## src/rtl/dtm_pkg.sv

```systemverilog
package dtm_pkg;

    localparam int NUM_CTR = 4;
    localparam int LFSR_W  = 32;
    localparam logic [LFSR_W-1:0] LFSR_SEED = 32'hACE1_2468;
    localparam logic [LFSR_W-1:0] LFSR_TAPS = 32'h8020_0003;

    typedef enum logic [1:0] {
        CTR_SENT = 2'd0,
        CTR_SEEN = 2'd1,
        CTR_TRIG = 2'd2,
        CTR_ERR  = 2'd3
    } ctr_sel_e;

    // bit order matches ctr_sel_e: sent is bit 0
    typedef struct packed {
        logic err;
        logic trig;
        logic seen;
        logic sent;
    } ctr_inc_t;

    function automatic logic [LFSR_W-1:0] lfsr_step(input logic [LFSR_W-1:0] s);
        return s[0] ? ((s >> 1) ^ LFSR_TAPS) : (s >> 1);
    endfunction

endpackage

```

## src/rtl/dtm_pulser.sv

```systemverilog
module dtm_pulser
    import dtm_pkg::*;
#(
    parameter int PERIOD_W = 24
) (
    input  logic                clk,
    input  logic                rst,
    input  logic                enable,
    input  logic                random_mode,
    input  logic [PERIOD_W-1:0] period,
    output logic                fire,
    output logic                inject
);
    localparam int IVL_W = PERIOD_W + 1;

    logic [LFSR_W-1:0]   lfsr_q;
    logic [PERIOD_W-1:0] folded;
    logic [IVL_W-1:0]    cnt_q;
    logic [IVL_W-1:0]    rnd_ivl_q;
    logic [IVL_W-1:0]    fixed_ivl;
    logic [IVL_W-1:0]    ivl;

    // fold every state bit into the mask width
    always_comb begin
        folded = '0;
        for (int i = 0; i < LFSR_W; i++) begin
            folded[i % PERIOD_W] = folded[i % PERIOD_W] ^ lfsr_q[i];
        end
    end

    assign fixed_ivl = (period == '0) ? IVL_W'(1) : {1'b0, period};
    assign ivl       = random_mode ? rnd_ivl_q : fixed_ivl;
    assign fire      = enable && (cnt_q >= ivl - IVL_W'(1));

    always_ff @(posedge clk) begin
        if (rst) begin
            lfsr_q    <= LFSR_SEED;
            cnt_q     <= '0;
            rnd_ivl_q <= IVL_W'(1);
            inject    <= 1'b0;
        end else begin
            lfsr_q <= lfsr_step(lfsr_q);
            inject <= fire;
            if (!enable || fire) begin
                cnt_q     <= '0;
                rnd_ivl_q <= {1'b0, folded & period} + IVL_W'(1);
            end else begin
                cnt_q <= cnt_q + IVL_W'(1);
            end
        end
    end

endmodule

```

## src/rtl/dtm_window.sv

```systemverilog
module dtm_window #(
    parameter int WIN_W = 8
) (
    input  logic             clk,
    input  logic             rst,
    input  logic             load,
    input  logic [WIN_W-1:0] win_len,
    input  logic             hit,
    output logic             seen_inc,
    output logic             err_inc
);
    logic [WIN_W-1:0] win_q;
    logic             open;

    assign open     = (win_q != '0);
    assign seen_inc = hit && open;
    assign err_inc  = hit && !open;

    always_ff @(posedge clk) begin
        if (rst) begin
            win_q <= '0;
        end else if (load) begin
            win_q <= win_len;
        end else if (hit) begin
            win_q <= '0;
        end else if (open) begin
            win_q <= win_q - WIN_W'(1);
        end
    end

endmodule

```

## src/rtl/dtm_scaler.sv

```systemverilog
module dtm_scaler #(
    parameter int CNT_W = 32
) (
    input  logic             clk,
    input  logic             rst,
    input  logic             clear,
    input  logic             latch,
    input  logic             inc,
    output logic [CNT_W-1:0] live,
    output logic [CNT_W-1:0] shadow
);
    localparam logic [CNT_W-1:0] CNT_MAX = '1;

    always_ff @(posedge clk) begin
        if (rst || clear) begin
            live <= '0;
        end else if (inc && live != CNT_MAX) begin
            live <= live + CNT_W'(1);
        end
    end

    always_ff @(posedge clk) begin
        if (rst) begin
            shadow <= '0;
        end else if (latch) begin
            shadow <= live;
        end
    end

endmodule

```

## src/rtl/dtm_monitor.sv

```systemverilog
module dtm_monitor
    import dtm_pkg::*;
#(
    parameter int CNT_W    = 32,
    parameter int PERIOD_W = 24,
    parameter int WIN_W    = 8
) (
    input  logic                clk,
    input  logic                rst,
    input  logic                cfg_enable,
    input  logic                cfg_random,
    input  logic [PERIOD_W-1:0] cfg_period,
    input  logic [WIN_W-1:0]    cfg_window,
    input  logic                phys_trig,
    input  logic                acc_strobe,
    input  logic                acc_synth,
    input  logic                latch_cmd,
    input  logic                clear_cmd,
    input  logic [1:0]          rd_sel,
    output logic [CNT_W-1:0]    rd_data,
    output logic                inject_out
);
    logic                             fire;
    logic                             seen_inc;
    logic                             err_inc;
    ctr_inc_t                         inc;
    logic [NUM_CTR-1:0]               inc_vec;
    logic [NUM_CTR-1:0][CNT_W-1:0]    live_q;
    logic [NUM_CTR-1:0][CNT_W-1:0]    shadow_q;

    dtm_pulser #(.PERIOD_W(PERIOD_W)) u_pulser (
        .clk         (clk),
        .rst         (rst),
        .enable      (cfg_enable),
        .random_mode (cfg_random),
        .period      (cfg_period),
        .fire        (fire),
        .inject      (inject_out)
    );

    dtm_window #(.WIN_W(WIN_W)) u_window (
        .clk      (clk),
        .rst      (rst),
        .load     (fire),
        .win_len  (cfg_window),
        .hit      (acc_strobe && acc_synth),
        .seen_inc (seen_inc),
        .err_inc  (err_inc)
    );

    always_comb begin
        inc.sent = fire;
        inc.seen = seen_inc;
        inc.trig = phys_trig;
        inc.err  = err_inc;
        inc_vec  = inc;
    end

    for (genvar g = 0; g < NUM_CTR; g++) begin : g_ctr
        dtm_scaler #(.CNT_W(CNT_W)) u_ctr (
            .clk    (clk),
            .rst    (rst),
            .clear  (clear_cmd),
            .latch  (latch_cmd),
            .inc    (inc_vec[g]),
            .live   (live_q[g]),
            .shadow (shadow_q[g])
        );
    end

    assign rd_data = shadow_q[rd_sel];

endmodule

```

## config.mk

```make
export PLATFORM = sky130hd
export DESIGN_NAME = dtm_monitor
export DESIGN_NICKNAME = d
export VERILOG_FILES = /design/src/rtl/dtm_pkg.sv /design/src/rtl/dtm_pulser.sv /design/src/rtl/dtm_window.sv /design/src/rtl/dtm_scaler.sv /design/src/rtl/dtm_monitor.sv
export SDC_FILE = /design/constraint.sdc
export NUM_CORES = 1
export LEC_CHECK = 0
export ABC_AREA = 1
export BUFFER_PORTS_ARGS = -buffer_cell sky130_fd_sc_hd__buf_2
export CORE_MARGIN = 2
export CORE_UTILIZATION = 53
export CTS_BUF_LIST = sky130_fd_sc_hd__clkbuf_4 sky130_fd_sc_hd__clkbuf_8 sky130_fd_sc_hd__clkbuf_16
export DETAILED_ROUTE_END_ITERATION = 8
export GPL_ROUTABILITY_DRIVEN = 0
export PLACE_DENSITY = 0.67
export SLEW_MARGIN = 5
export SYNTH_ARGS = -nofsm -noshare
export SYNTH_HDL_FRONTEND = slang
export SYNTH_SLANG_ARGS = --single-unit
```

## constraint.sdc

```tcl
create_clock -name clk -period 7.2 [get_ports clk]
set_clock_uncertainty 0.1 [all_clocks]
set_input_delay 1.08 -clock clk [delete_from_list [all_inputs] [get_ports clk]]
set_output_delay 1.08 -clock clk [all_outputs]
set_load 0.1 [all_outputs]
```

==> results.tsv, run 1 <==
stage	metric	value	unit
timing	Max Transition Viols Final	0	
setup_path	worst-path fanout max	44	
detailed_routing	Detailed Routing Iterations Pass 1	6	
setup_path	crit-path max cell delay	0.67	ns
cts	clock tree sinks	347	
cts	post-CTS setup buffers	0	
placement	Port Buffer Count	75	
pwr	Power Density	235.6	mW/mm^2
synthesis	EDFF count, synth	0	
cts	Resized Gates After CTS	0	
timing	Setup TNS Final	0	ns
pwr	Peak VDD IR	0.2032	mV
pwr	Sw Pwr	1425	uW
cts	TritonCTS clock tree	done	
detailed_routing	number of DRC markers in iteration 0	1787	
detailed_routing	Antenna Nets Post-Route	0	
finish	FF+latch area	0.006947	sq mm
detailed_routing	DRT Wirelength	57170	microns
synthesis	Syn Nets	2946	
setup_path	Crit-path slowest cell	nor2_4	
grt	GRT Util Overall	30.70	%
pwr	Power Total	4886	uW
hold_path	worst hold path class	reg -> reg	
timing	final setup fails	0	
detailed_routing	DR WL/cell	16.98	microns
floorplanning	Cell Rows	69	
pwr	Leak	0.007816	uW
timing	Slew @ Worst Pin	1.103	ns
timing	Final min period	5.691	ns
cts	H-tree lvl count	2	
pwr	sequential power share	42.0	%
setup_path	type of the worst setup path	in -> reg	
setup_path	delay-heaviest family, CP	simple AND/OR/NAND/NOR gates	
run	Max Cap Violations	0	
grt	largest net degree at the start of global routing	135	
floorplanning	die area	0.03725	sq mm
finish	Design Area, Final	0.02074	sq mm
synthesis	prevailing post-synth register cell	dfxtp_1	
cts	total CTS buffers	40	
finish	Layout area overhead	9.515	%
floorplanning	Die Wd	193.0	microns
detailed_routing	Met1 Wirelength	24330	microns
finish	# fillers	3499	
timing	maximum clock rate	175.7	MHz
setup_path	crit-path most repeated cell	nand2_1	
floorplanning	initial core utilization	53.50	%
setup_path	arrival time at the worst endpoint	6.04	ns
synthesis	Avg Cell Area, Syn	6.598	sq um
setup_path	Crit. End Element	register	
grt	first-pass GRT wire length	90960	microns
detailed_routing	via/cell ratio	5.579	
finish	proportion of layout cells with a drive suffix above 1	8.709	%
synthesis	post-synthesis sequential area ratio	36.69	%
cts	CTS max path bufs	3	
cts	root buf cell	clkbuf_16	
floorplanning	# IOs	76	
timing	Tcrit/Tclk final	79.04	%
timing	final hold violations	0	
pwr	Sw Ratio	29.17	%
floorplanning	chip height	193.0	microns
floorplanning	Core Region	0.03540	sq mm
timing	hold_ws	0.3176	ns
setup_path	startpoint types	primary input	
timing	unrepaired setup endpoints after global routing	false	
detailed_routing	drt drc	0	
synthesis	FF+latch count, synth	347	
finish	Layout Nets	2949	
synthesis	yosys warns	0	
detailed_routing	met2 WL	27080	microns
detailed_routing	Top Metal Used	met4	
pwr	Comb power frac	14.5	%
detailed_routing	vias post-DR	18790	
synthesis	Post-Synthesis Cell Area	0.01894	sq mm
synthesis	Async S/R FF share, synth	0	%
cts	clock-pin slew on the worst setup and hold paths	0.06	ns
status	status	finished clean	
finish	footprint of the multi-input gates	0.01035	sq mm
setup_path	cells along the critical path	buf_2, inv_4, or2_1, nand2_1, ha_1, nand2_1, nor2_2, nand3_2, nor2_2, nand2_1, nor2_1, xnor2_1, ha_1, nand2_1, inv_1, nand2_1, nand2_1, nand2_1, nand2_1, nor2_2, nand3_2, nor2_4, nand2_2, nor3_1	
timing	Rel. slew slack	26.25	%
pwr	clock network fraction of design power	43.6	%
pwr	Int Pwr	3461	uW
setup_path	Bufs and invs on worst path	3	
synthesis	post-synthesis instance total	2870	
placement	Final HPWL DP	41750	microns
cts	hold bufs inserted after CTS	0	
detailed_routing	met3 wire length	3629	microns
grt	antenna violations before repair	0	
cts	worst skew pair latency	0.57	ns
grt	vias in the first global route	17830	
placement	placement-stage cell area	0.01935	sq mm
setup_path	critical path data required time	7.55	ns
grt	GRT overflow	0	
synthesis	Unique masters post-synth	45	
==> tightest hold or removal path: stages, from the launching register on <==
cell and delay [ns]:
dfxtp_1 0.30, inv_1 0.05, nor2_1 0.03
==> routing by layer <==
metal	vias up	global-route usage [%]
li1	9344	-
met1	8658	38.42
met2	648	53.21
met3	136	4.344
met4	0	12.44
met5	-	0
==> sequential cells by signal, summed over array words and instances (netlist names) <==
register,cells
u_pulser.inject,1
u_pulser.rnd_ivl_q,25
g_ctr.u_ctr.shadow,128
u_window.win_q,8
u_pulser.lfsr_q,32
u_pulser.cnt_q,25
g_ctr.u_ctr.live,128
==> power groups by stage <==
stage                     clock network, uW  registers [uW]  logic (uW)
after CTS                              2160            2050         702
after detailed placement                  0            2090         697
after global placement                    0            2090         685
final                                  2130            2050         706
after global routing                   2230            2060         777
after floorplan                           0            2070         558
==> final timing paths <==
path                                 startpoint                              to  slack (ns)  depth (start not counted)
min reg2reg      u_pulser.lfsr_q[12]$_SDFF_PP0_  u_pulser.lfsr_q[11]$_SDFF_PP0_        0.32                          2
max reg2reg  u_pulser.rnd_ivl_q[0]$_SDFFE_PP1P_   u_pulser.cnt_q[11]$_SDFF_PP0_        2.45                         22
max                                  cfg_random   u_pulser.cnt_q[11]$_SDFF_PP0_        1.51                         24
min              u_pulser.lfsr_q[12]$_SDFF_PP0_  u_pulser.lfsr_q[11]$_SDFF_PP0_        0.32                          2
==> cells by family after synthesis <==
| family | after synthesis | synth area share, % |
|---|---|---|
| flops | 347 | 36.69 |
| buf+inv | 396 | 8.669 |
| fa+ha+maj | 33 | 2.181 |
| xor+xnor | 93 | 4.302 |
| simple gates | 1461 | 33.40 |
| compound gates | 540 | 14.77 |
==> stage by stage <==
step | utilization (%) | instances | worst slack [ns]
after floorplan | - | 2870 | 2.865
after CTS | 58.58 | 3366 | 1.571
after global placement | 54.68 | 3292 | 1.208
after detailed placement | 54.68 | 3292 | 1.007
after global routing | 58.58 | 3366 | 0.9379
final | 58.59 | 3367 | 1.509
==> area by class of cell <==
class | count | area share [%]
timing repair buffer | 83 | 2.130
clock buffer | 59 | 5.871
sequential | 347 | 33.50
tap | 461 | 2.781
inverter | 274 | 4.984
clock inverter | 15 | 0.7904
multi-input combinational | 2127 | 49.93
antenna | 1 | 0.01207
==> Yosys cell counts (2+ instances only) <==
master,instances,area [sq um]
inv_2,13,48.80
buf_6,11,123.9
ha_1,33,412.9
buf_4,11,82.58
or2_1,3,18.77
nor3_4,3,48.80
nor2_2,14,87.58
a21o_1,2,15.01
a31oi_1,2,12.51
nor3_2,16,160.2
nand3_2,4,40.04
a21oi_2,2,17.52
inv_1,259,972.2
nor2_1,469,1760
a21oi_1,227,1136
o21ai_1,18,90.09
nor4_1,4,25.02
nand2_4,3,33.78
o21ai_0,248,1241
xor2_1,73,639.4
buf_1,13,48.80
nand4_1,70,437.9
nor3_1,66,330.3
buf_2,14,70.07
nand3b_1,7,52.55
nor2_4,6,67.56
clkbuf_1,72,270.3
nand2_1,631,2369
xnor2_1,20,175.2
nand3_1,124,620.6
or2_2,13,81.33
dfxtp_1,347,6947
o22ai_1,32,200.2
o21bai_1,2,15.01
nor3b_1,12,90.09
nand2_2,14,87.58
o21ai_2,4,35.03
==> cells in the final DEF (no fill, tap or decap), types with 4 or more instances in the layout <==
cell type,netlist,final
o22ai_1,32,32
xnor2_1,20,20
nand4_1,70,70
nor2_1,469,468
o21ai_1,18,18
clkinv_2,0,8
clkbuf_4,0,9
nor4_1,4,4
nand2_2,14,14
o21ai_2,4,4
or2_2,13,13
dfxtp_1,347,347
buf_2,14,74
nor3b_1,12,12
buf_4,11,8
nand2_1,631,631
nor2_2,14,14
nand3_1,124,124
inv_2,13,13
inv_1,259,258
a21oi_1,227,227
clkbuf_16,0,41
o21ai_0,248,248
nor2_4,6,7
xor2_1,73,73
nand3_2,4,4
nor3_1,66,66
nor3_2,16,16
nand3b_1,7,7
ha_1,33,33
clkbuf_8,0,9
Note: power is estimated with default switching activity, not from simulation.
==> inputs of run 2 (changes only) <==
--- a/config.mk
+++ b/config.mk
@@ -5,7 +5,7 @@
 export SDC_FILE = /design/constraint.sdc
 export NUM_CORES = 1
 export LEC_CHECK = 0
-export ABC_AREA = 1
+export ABC_AREA = 0
 export BUFFER_PORTS_ARGS = -buffer_cell sky130_fd_sc_hd__buf_2
 export CORE_MARGIN = 2
 export CORE_UTILIZATION = 53
==> constraint.sdc (replaced) <==
create_clock -name clk -period 5.75 [get_ports clk]
set_clock_uncertainty 0.1 [all_clocks]
set_input_delay 0.8625 -clock clk [delete_from_list [all_inputs] [get_ports clk]]
set_output_delay 0.8625 -clock clk [all_outputs]
set_load 0.1 [all_outputs]
==> results.tsv, run 2 <==
stage	metric	value	unit
detailed_routing	vias post-DR	12690	
synthesis	Yosys top cell area share	42.53	%
pwr	Peak VDD IR	0.2645	mV
detailed_routing	DRT Wirelength	38630	microns
synthesis	xor-xnor portion of the synthesized cell area	10.40	%
synthesis	main combinational cell family by area after synthesis	simple AND/OR/NAND/NOR gates	
timing	final setup fails	0	
setup_path	delay-heaviest family, CP	simple AND/OR/NAND/NOR gates	
cts	clock-pin slew on the worst setup and hold paths	0.06	ns
timing	maximum clock rate	198.0	MHz
floorplanning	die area	0.03224	sq mm
floorplanning	Die Wd	179.6	microns
synthesis	prevailing post-synth register cell	dfxtp_1	
synthesis	Async S/R FF share, synth	0	%
cts	CTS max path bufs	3	
finish	Layout area overhead	11.64	%
synthesis	post-synthesis sequential area ratio	42.53	%
finish	# fillers	2666	
cts	hold bufs inserted after CTS	0	
floorplanning	chip height	179.6	microns
cts	total CTS buffers	38	
hold_path	hold path startpoint	u_pulser.lfsr_q[23]$_SDFF_PP1_	
cts	worst skew pair latency	0.53	ns
setup_path	worst-path fanout max	47	
pwr	Power Density	296.8	mW/mm^2
setup_path	Crit-path slowest cell	nor4_2	
grt	largest net degree at the start of global routing	98	
synthesis	FF+latch count, synth	347	
status	status	finished clean	
setup_path	Crit. End Element	register	
synthesis	post-synthesis instance total	1801	
setup_path	cells along the critical path	buf_2, nor4_2, nor2_2, or3_4, or3_4, or2_4, nand2b_4, nor4_4, xor2_1, ha_1, nand4_1, nor3_1, inv_1, a2111oi_1, buf_4, o21ai_4, buf_12, nor4_1, xnor2_1, nor2_1	
cts	Resized Gates After CTS	0	
synthesis	Compound-Gate Fraction of Synth Area	3.654	%
grt	antenna violations before repair	0	
cts	H-tree lvl count	2	
cts	post-CTS setup buffers	0	
finish	commonest non-fill, non-tap cell in the layout	nor2_1	
placement	Final HPWL DP	27530	microns
floorplanning	initial core utilization	53.68	%
grt	vias in the first global route	12190	
setup_path	reg2reg start	u_pulser.rnd_ivl_q[2]$_SDFFE_PP0P_	
cts	clock tree sinks	347	
synthesis	EDFF count, synth	0	
floorplanning	Core Region	0.03043	sq mm
timing	unrepaired setup endpoints after global routing	false	
placement	Port Buffer Count	75	
detailed_routing	drt drc	0	
synthesis	Unique masters post-synth	56	
floorplanning	Cell Rows	64	
synthesis	Synth area leader	dfxtp_1	
synthesis	most common cell in the netlist	nor2_1	
detailed_routing	number of DRC markers in iteration 0	939	
detailed_routing	Antenna Nets Post-Route	0	
cts	TritonCTS clock tree	done	
detailed_routing	DR WL/cell	17.09	microns
setup_path	type of the worst setup path	in -> reg	
grt	first-pass GRT wire length	63830	microns
finish	biggest regs	g_ctr.u_ctr.live x128, g_ctr.u_ctr.shadow x128, u_pulser.lfsr_q x32	
finish	most frequent cells in the layout	nor2_1, dfxtp_1, mux2i_1	
synthesis	synth cell count leaders	nor2_1, dfxtp_1, mux2i_1	
setup_path	Critical Path Source	cfg_period[4]	
finish	proportion of layout cells with a drive suffix above 1	11.53	%
synthesis	synth top area cells	dfxtp_1, mux2i_1, nor2_1	
timing	Final min period	5.051	ns
setup_path	arrival time at the worst endpoint	5.31	ns
synthesis	Post-Synthesis Cell Area	0.01633	sq mm
grt	GRT overflow	0	
grt	GRT Util Overall	23.82	%
setup_path	crit-path max cell delay	0.43	ns
timing	Max Transition Viols Final	0	
synthesis	yosys warns	0	
pwr	Power Total	5412	uW
timing	final hold violations	0	
timing	Setup TNS Final	0	ns
pwr	Leak	0.007022	uW
run	Max Cap Violations	0	
setup_path	Bufs and invs on worst path	4	
synthesis	adder-cell share of the synthesized area	2.528	%
timing	Tcrit/Tclk final	87.84	%
timing	Slew @ Worst Pin	1.208	ns
floorplanning	# IOs	76	
synthesis	Avg Cell Area, Syn	9.070	sq um
setup_path	critical path data required time	6.01	ns
finish	ANT cells	0	
synthesis	post-synthesis simple-gate area fraction	23.82	%
synthesis	multiplexer share of the synthesized area	14.48	%
setup_path	crit-path most repeated cell	or3_4	
timing	Rel. slew slack	19.46	%
detailed_routing	via/cell ratio	5.611	
finish	Layout Nets	1915	
cts	root buf cell	clkbuf_16	
synthesis	Syn Nets	1877	
detailed_routing	Detailed Routing Iterations Pass 1	5	
hold_path	worst hold path class	reg -> reg	
setup_path	startpoint types	primary input	
-- run 2: cell type report --
class / instances / area, sq um / area share, %
multi-input cells: 1345 / 8984 / 49.26
inverters: 20 / 75.07 / 0.4117
flip-flops and latches: 347 / 6947 / 38.09
well taps: 396 / 495.5 / 2.717
repair buffers: 87 / 503.0 / 2.758
clock inverters: 11 / 80.08 / 0.4391
clock buffers: 55 / 1152 / 6.319
-- run 2: stage by stage --
step / hold WS [ns] / std cells / worst slack (ns) / area (sq um) / util, %
floorplan: 0.3169 / 1801 / 0.7732 / 16330 / -
global placement: 0.3253 / 2195 / 0.3467 / 17000 / 55.88
detailed placement: 0.3258 / 2195 / 0.1721 / 17000 / 55.88
CTS: 0.3418 / 2261 / 0.6783 / 18240 / 59.93
global route: 0.3625 / 2261 / 0.3216 / 18240 / 59.93
finish: 0.3393 / 2261 / 0.6990 / 18240 / 59.93
-- run 2: worst reg2reg max path, cell delays in order, from the launching register on --
cell	delay [ns]
dfxtp_1	0.38
nor4b_4	0.33
nor2_2	0.07
or3_4	0.36
or3_4	0.42
or2_4	0.27
nand2b_4	0.16
nor4_4	0.15
xor2_1	0.11
ha_1	0.30
nand4_1	0.13
nor3_1	0.31
inv_1	0.08
a2111oi_1	0.37
buf_4	0.20
o21ai_4	0.06
buf_12	0.18
nor4_1	0.44
xnor2_1	0.19
nor2_1	0.06
-- run 2: path summary, 6_finish.rpt --
path / endpoint / slack (ns) / cells past startpoint
worst max register to register: g_ctr[0].u_ctr.live[25]$_SDFFE_PP0P_ / 0.92 / 19
worst min-delay path: u_pulser.lfsr_q[22]$_SDFF_PP1_ / 0.34 / 1
worst min register to register: u_pulser.lfsr_q[22]$_SDFF_PP1_ / 0.34 / 1
worst max-delay path: g_ctr[0].u_ctr.live[25]$_SDFFE_PP0P_ / 0.70 / 20
-- run 2: report_power, final --
| group | switching [uW] | leakage (uW) | internal, uW |
|---|---|---|---|
| Combinational | 308 | 0.00359 | 213 |
| Clock | 991 | 0.000624 | 1400 |
| Sequential | 44.2 | 0.00281 | 2460 |
-- run 2: cell families after synthesis --
kind of cell               after synthesis
muxes                                  196
adders and majority gates               33
and+or+nand+nor                        814
DFF                                    347
AOI/OAI and AO/OA                      108
buffers and inverters                  109
xor gates and xnor gates               194
-- run 2: routing by layer --
| metal | up-vias | wire [microns] | track usage [%] |
|---|---|---|---|
| met5 | - | 0 | 0 |
| met4 | 0 | 845 | 6.439 |
| met3 | 56 | 1788 | 3.566 |
| met2 | 281 | 17600 | 37.99 |
| met1 | 6065 | 18400 | 33.79 |
| li1 | 6284 | - | - |
==> inputs of run 3 (changes only) <==
--- a/config.mk
+++ b/config.mk
@@ -16,4 +16,5 @@
 export SLEW_MARGIN = 5
 export SYNTH_ARGS = -nofsm -noshare
 export SYNTH_HDL_FRONTEND = slang
+export SYNTH_HIERARCHICAL = 1
 export SYNTH_SLANG_ARGS = --single-unit
==> results.tsv, run 3 <==
stage	metric	value	unit
synthesis	most common cell in the netlist	dfxtp_1	
timing	Max Transition Viols Final	0	
pwr	Power Density	296.8	mW/mm^2
placement	Final HPWL DP	31630	microns
floorplanning	die area	0.03441	sq mm
timing	Final min period	5.335	ns
synthesis	post-synthesis simple-gate area fraction	22.03	%
finish	final core occ	60.36	%
detailed_routing	drt drc	0	
timing	final hold violations	0	
pwr	Peak VDD IR	0.2753	mV
placement	placed insts	2315	
synthesis	synth top area cells	dfxtp_1, mux2i_1, nor2_1	
finish	ANT cells	0	
pwr	Sw Ratio	24.71	%
detailed_routing	Antenna Nets Post-Route	0	
synthesis	synth cell count leaders	dfxtp_1, nor2_1, mux2i_1	
synthesis	post-synthesis instance total	1860	
detailed_routing	vias post-DR	14230	
synthesis	main combinational cell family by area after synthesis	simple AND/OR/NAND/NOR gates	
timing	final setup fails	0	
floorplanning	initial core utilization	53.80	%
setup_path	type of the worst setup path	in -> reg	
cts	total CTS buffers	39	
setup_path	arrival time at the worst endpoint	5.70	ns
pwr	Leak	0.007096	uW
timing	Slew @ Worst Pin	1.005	ns
timing	post-route setup slack	0.4147	ns
finish	proportion of layout cells with a drive suffix above 1	17.07	%
hold_path	worst hold path class	reg -> reg	
synthesis	Post-Synthesis Cell Area	0.01746	sq mm
setup_path	Crit. End Element	register	
floorplanning	# IOs	76	
pwr	Sw Pwr	1437	uW
detailed_routing	Detailed Routing Iterations Pass 1	5	
grt	antenna violations before repair	1	
synthesis	Syn Nets	1937	
synthesis	yosys warns	6	
detailed_routing	DR WL/cell	18.56	microns
floorplanning	Cell Rows	66	
cts	H-tree lvl count	2	
grt	GRT Util Overall	25.81	%
finish	final std cells w/o fill	2387	
grt	largest net degree at the start of global routing	102	
status	status	finished clean	
timing	Tcrit/Tclk final	92.79	%
pwr	clock network fraction of design power	46.7	%
setup_path	worst-path fanout max	8	
finish	# fillers	2845	
grt	GRT overflow	0	
cts	clock-pin slew on the worst setup and hold paths	0.06	ns
cts	worst skew pair latency	0.55	ns
setup_path	startpoint types	primary input	
timing	maximum clock rate	187.4	MHz
cts	post-CTS setup buffers	0	
synthesis	Async S/R FF share, synth	0	%
synthesis	Unique masters post-synth	79	
synthesis	Avg Cell Area, Syn	9.387	sq um
pwr	sequential power share	43.5	%
synthesis	FF+latch count, synth	347	
detailed_routing	number of DRC markers in iteration 0	1002	
grt	vias in the first global route	13100	
finish	commonest non-fill, non-tap cell in the layout	dfxtp_1	
floorplanning	Die Wd	185.5	microns
synthesis	prevailing post-synth register cell	dfxtp_1	
setup_path	critical path data required time	6.12	ns
placement	placement-stage cell area	0.01815	sq mm
cts	root buf cell	clkbuf_16	
pwr	Comb power frac	9.8	%
finish	FF+latch area	0.006947	sq mm
floorplanning	Core Region	0.03245	sq mm
synthesis	Compound-Gate Fraction of Synth Area	13.40	%
synthesis	xor-xnor portion of the synthesized cell area	5.203	%
finish	biggest regs	g_ctr.u_ctr/live x128, g_ctr.u_ctr/shadow x128, u_pulser/lfsr_q x32	
cts	hold bufs inserted after CTS	0	
pwr	Int Pwr	4378	uW
run	Max Cap Violations	0	
floorplanning	chip height	185.5	microns
grt	first-pass GRT wire length	70660	microns
placement	worst slack, placed	-0.01939	ns
timing	unrepaired setup endpoints after global routing	false	
synthesis	adder-cell share of the synthesized area	2.437	%
finish	Layout Nets	1991	
detailed_routing	via/cell ratio	5.961	
detailed_routing	DRT Wirelength	44310	microns
cts	TritonCTS clock tree	done	
synthesis	EDFF count, synth	0	
cts	CTS max path bufs	3	
synthesis	multiplexer share of the synthesized area	13.06	%
finish	Design Area, Final	0.01959	sq mm
synthesis	post-synthesis sequential area ratio	39.79	%
cts	Resized Gates After CTS	0	
finish	most frequent cells in the layout	dfxtp_1, nor2_1, mux2i_1	
synthesis	Yosys top cell area share	39.79	%
cts	clock tree sinks	347	
placement	Port Buffer Count	75	
finish	footprint of the multi-input gates	0.009823	sq mm
timing	Rel. slew slack	33.00	%
finish	Layout area overhead	12.20	%
synthesis	Synth area leader	dfxtp_1	
==> run 3: layout make-up <==
type	instances	share of cell area [%]
Clock buffer	57	6.087
Clock inverter	15	1.239
Inverter	29	0.5557
Multi-Input combinational cell	1379	50.14
Sequential cell	347	35.46
Tap cell	442	2.823
Timing Repair Buffer	118	3.692
==> run 3: path summary, 6_finish.rpt <==
kind / endpoint / depth (start not counted) / slack (ns) / startpoint
worst max-delay path: g_ctr[0].u_ctr/live[31]$_SDFFE_PP0P_ / 23 / 0.41 / cfg_period[19]
worst min-delay path: u_pulser/lfsr_q[29]$_SDFF_PP1_ / 1 / 0.36 / u_pulser/lfsr_q[30]$_SDFF_PP0_
worst max register to register: g_ctr[0].u_ctr/live[31]$_SDFFE_PP0P_ / 18 / 0.89 / u_pulser/rnd_ivl_q[1]$_SDFFE_PP0P_
worst min register to register: u_pulser/lfsr_q[29]$_SDFF_PP1_ / 1 / 0.36 / u_pulser/lfsr_q[30]$_SDFF_PP0_
==> run 3: through the flow <==
step                      power [uW]  hold WS, ns  TNS (ns)
final                           5815       0.3641         0
after CTS                       5859       0.3646         0
after floorplan                 2999       0.3175         0
after global placement          3130       0.3521         0
after global routing            6027       0.3862         0
after detailed placement        3141       0.3505  -0.04682
==> run 3: cells by family after synthesis <==
kind of cell,after synthesis
compound gates,335
xor+xnor,102
fa+ha+maj,34
buf+inv,134
flops,347
mux,187
simple gates,721
==> run 3: critical path: stages <==
cell	delay, ns
buf_2	0.14
nor4_1	0.55
nand3_1	0.17
nor2_1	0.20
o31ai_1	0.11
ha_1	0.23
o221ai_2	0.10
nor4_4	0.09
buf_4	0.19
a31oi_1	0.17
nor2_1	0.07
ha_1	0.30
nand4_1	0.15
nor4_2	0.45
a22oi_1	0.15
nand3_1	0.13
nor2_1	0.09
nor2b_2	0.26
and4_4	0.29
and3_1	0.16
o2111ai_1	0.26
or3_1	0.41
a21oi_1	0.16
==> run 3: per-layer routing <==
metal	vias up	wire [microns]	track usage [%]
li1	6908	-	-
met1	6849	20750	36.84
met2	396	19880	40.51
met3	77	2533	3.404
met4	0	1145	8.127
met5	-	0	0
==> run 3: power by group through the flow <==
stage | combinational [uW] | sequential [uW] | clock [uW]
2_1_floorplan | 438 | 2560 | 0
3_3_place_gp | 552 | 2580 | 0
3_5_place_dp | 561 | 2580 | 0
4_1_cts | 567 | 2530 | 2760
5_1_grt | 628 | 2540 | 2860
6_report | 570 | 2530 | 2720
